**src/rtl/tdc_hist.sv**
```systemverilog
module tdc_hist #(
  parameter int CODE_W = 4,
  parameter int CNT_W  = 24
) (
  input  logic              clk,
  input  logic              rst_n,
  input  logic              hit_valid,
  input  logic [CODE_W-1:0] hit_code,
  input  logic              clear,
  input  logic [CODE_W-1:0] rd_addr,
  output logic [CNT_W-1:0]  rd_data,
  output logic              frozen,
  output logic [CODE_W-1:0] sat_bin
);
  localparam int NBINS = 1 << CODE_W;
  localparam logic [CNT_W-1:0] TOP = {CNT_W{1'b1}};

  logic [NBINS-1:0][CNT_W-1:0] cnt;
  logic                        take;
  logic                        hits_top;

  assign take     = hit_valid && !frozen && !clear;
  assign hits_top = (cnt[hit_code] == TOP - 1'b1);
  assign rd_data  = cnt[rd_addr];

  always_ff @(posedge clk) begin
    if (!rst_n || clear) begin
      cnt     <= '0;
      frozen  <= 1'b0;
      sat_bin <= '0;
    end else if (take) begin
      cnt[hit_code] <= cnt[hit_code] + 1'b1;
      if (hits_top) begin
        frozen  <= 1'b1;
        sat_bin <= hit_code;
      end
    end
  end
endmodule


```
**config.mk**
```make
export PLATFORM = sky130hd
export DESIGN_NAME = tdc_hist
export DESIGN_NICKNAME = d
export VERILOG_FILES = /design/src/rtl/tdc_hist.sv
export SDC_FILE = /design/constraint.sdc
export NUM_CORES = 1
export LEC_CHECK = 0
export BUFFER_PORTS_ARGS = -buffer_cell sky130_fd_sc_hd__buf_2
export CORE_MARGIN = 2
export CORE_UTILIZATION = 35
export DETAILED_ROUTE_END_ITERATION = 16
export HOLD_SLACK_MARGIN = 0.02
export PLACE_DENSITY_LB_ADDON = 0.1
export SYNTH_ARGS = -nofsm -noshare
export SYNTH_HDL_FRONTEND = slang
export SYNTH_SLANG_ARGS = --single-unit
export TNS_END_PERCENT = 50
```
**constraint.sdc**
```tcl
create_clock -name clk -period 4.75 [get_ports clk]
set_input_delay 1.1875 -clock clk [delete_from_list [all_inputs] [get_ports clk]]
set_output_delay 1.1875 -clock clk [all_outputs]
set_load 0.02 [all_outputs]
```
==> results.md <==
* Vias per cell at 5.84
* Commonest non-fill, non-tap cell in the layout: dfxtp_1
* Met2 Track Usage GR at 0.349
* Die span in x at 240 um
* DRT iter0 DRCs at 1099
* Final ANT Viol Nets at 0
* Post-synthesis cell type count at 51
* Worst-path clk slew at 0.05 ns
* Layout area overhead at 13.9%
* Clock Sinks at 389
* Detailed placement HPWL at 37200 um
* Sequential share of the synthesized area at 0.400
* Design area at 22200 sq um
* First-pass iteration count of the detailed router at 7
* IO Pins at 41
* PwrDens at 337 nW/um^2
* Crit end category: output port
* Maximum vdd drop at 0.223 mV
* Arrival @ worst endpoint at 3.10 ns
* Post-Synthesis Cell Area at 19500 sq um
* Int Power at 5.74 mW
* Synth top area cells: dfxtp_1 40%, mux4_2 18%, mux4_1 8.2%, o21ai_0 6.7%, a21oi_1 6.1%
* Switching portion of total power at 0.232
* Total wire length at 63500 um
* Post-cts sizing count at 0
* Max-slew violations at 0
* Clock Power Share at 0.503
* GPL Wtd Cong at 0.745
* F_max at 233 MHz
* Net Switching at 1.73 mW
* Dominant synthesized flop cell: dfxtp_1
* Data required, critical path at 3.56 ns
* Post-CTS Setup Bufs at 0
* Least-Margin Pin Slew at 0.973 ns
* Largest area contributor in the netlist: dfxtp_1
* Placed instance area at 20600 sq um
* Worst slew margin at 0.350
* Final Hold Viols at 0
* H-tree depth at 2
* Final Setup Violations at 0
* Post-Syn Area per Cell at 11.1 sq um
* Post-synth ARST share at 0
* Wirelength per Cell at 25.3 um
* Die H at 240 um
* Final worst-path cycle share at 0.902
* Fillers at 5295
* Startpoint types: primary input
* Share of cells above drive strength 1 at 0.245
* Ys Warns at 0
* Number of synthesized flops with an enable pin at 0
* Vias after detailed routing at 14700
* Combinational Power Share at 0.057
* Min-Delay Path Class: register to register
* Port Buffers at 40
* Ant diodes at 0
* Area of the core at 55100 sq um
* Hold buffer count at CTS at 0
* Seq. cell area at 7790 sq um
* Met3 usage at 0.0292
* Num CTS Buffers at 47
* Reg power frac at 0.440
* Final critical-path required period at 4.28 ns
* Area of the die at 57600 sq um
* First-pass GRT wire length at 96300 um
* # Max-Cap Violations at 0
* Status: finished, final reports clean
* Largest net degree at the start of global routing at 112
* Initial Util at 0.354
* Vias in the first global route at 14500
* Net count after synthesis at 1770
* Total Nets Final at 1740
* Cells after synthesis at 1756
* LEAKAGE at 7.83 nW
* GRT Total Usage at 0.224
* Initial antenna violation count at 3
* Multi-input logic area at 10600 sq um
* Commonest non-fill, non-tap cells in the layout: 389 x dfxtp_1, 260 x o21ai_0, 238 x a21oi_1
* CTS max path bufs at 3
* Met1 GRT Util at 0.325
* Critical Path Fanout Max at 22
* Congestion Overflow GR at 0
* Row count at 86
* Remaining DRCs at 0
* Clock skew at 0.0186 ns
* Yosys reg bits at 389
* RSZ-0062 raised after global routing: false
* GRT busiest layer: met2
* Worst-Skew Late Latency at 0.59 ns
* Top cell type's share of synthesized area at 0.400
* Root Buffer: clkbuf_16
* Setup TNS at 0 ns
* TritonCTS clock tree: yes
* Kind of critical path: primary input to output port
## worst max-delay path, stage by stage
cell and delay, ns:
buf_6 0.30, buf_4 0.34, mux4_2 0.55, mux4_2 0.50, buf_2 0.18
## Yosys cell counts, types with 4 or more instances
library cell,number
buf_12,6
buf_4,19
nand3_1,14
dfxtp_1,389
clkbuf_1,123
a22oi_1,38
xor2_2,11
xor2_1,4
mux4_2,160
nor3_1,4
mux4_1,61
nor2_1,146
a211oi_1,128
buf_1,13
buf_2,16
nand2_1,32
buf_6,19
o21ai_0,260
a21oi_1,238
a21oi_2,19
xnor2_1,4
dlygate4sd1_1,4
## area by class of cell
| cell class | instances | area share |
|---|---|---|
| Tap cell | 748 | 0.0422 |
| Inverter | 3 | 0.000507 |
| Clock buffer | 71 | 0.0633 |
| Clock inverter | 13 | 0.00919 |
| Timing Repair Buffer | 131 | 0.0564 |
| Sequential cell | 389 | 0.351 |
| Multi-Input combinational cell | 1154 | 0.478 |
## metrics by stage
stage | hold WS [ns] | setup WS [ns] | power, mW | utilization | std cells
2_1_floorplan | 0.476 | 0.237 | 3.64 | - | 1756
3_3_place_gp | 0.452 | 0.417 | 3.78 | 0.374 | 2425
3_5_place_dp | 0.456 | 0.399 | 3.79 | 0.374 | 2425
4_1_cts | 0.464 | 0.400 | 7.55 | 0.403 | 2509
5_1_grt | 0.497 | 0.364 | 7.70 | 0.403 | 2509
6_report | 0.463 | 0.466 | 7.47 | 0.403 | 2509
## flip-flops by register name, indices dropped and copies added, names as in the netlist
register and count:
sat_bin 4, frozen 1, cnt 384
## worst paths after layout
kind | start | to | slack [ns] | cells after the start
max | rd_addr[0] | rd_data[4] | 0.47 | 5
min | frozen | frozen | 0.46 | 2
max reg2reg | cnt[247] | cnt[287] | 2.07 | 8
min reg2reg | frozen | frozen | 0.46 | 2
## cell families (layout without fill, tap and decap cells)
kind of cell,count (synthesis),in the layout,synth area share
adder cells (fa/ha/maj),2,2,0.00128
AO/OA/AOI/OAI,683,683,0.200
flip-flops,389,389,0.400
buffers and inverters,213,218,0.0627
AND/OR/NAND/NOR,226,226,0.0535
XOR/XNOR,22,22,0.0153
multiplexers,221,221,0.267
## routing by layer
metal,vias to the layer above,part of all wire
met3,89,0.053
li1,6717,-
met4,2,0.024
met5,-,0.00020
met2,436,0.45
met1,7410,0.47
## power by group through the flow
stage                     Combinational [mW]  Clock [mW]  Sequential [mW]
after floorplan                        0.285           0             3.36
after global placement                 0.425           0             3.36
after detailed placement               0.426           0             3.36
after CTS                              0.426        3.83             3.29
after global routing                   0.448        3.97             3.29
final                                  0.424        3.76             3.29
Power figures use the tool's default switching activity.
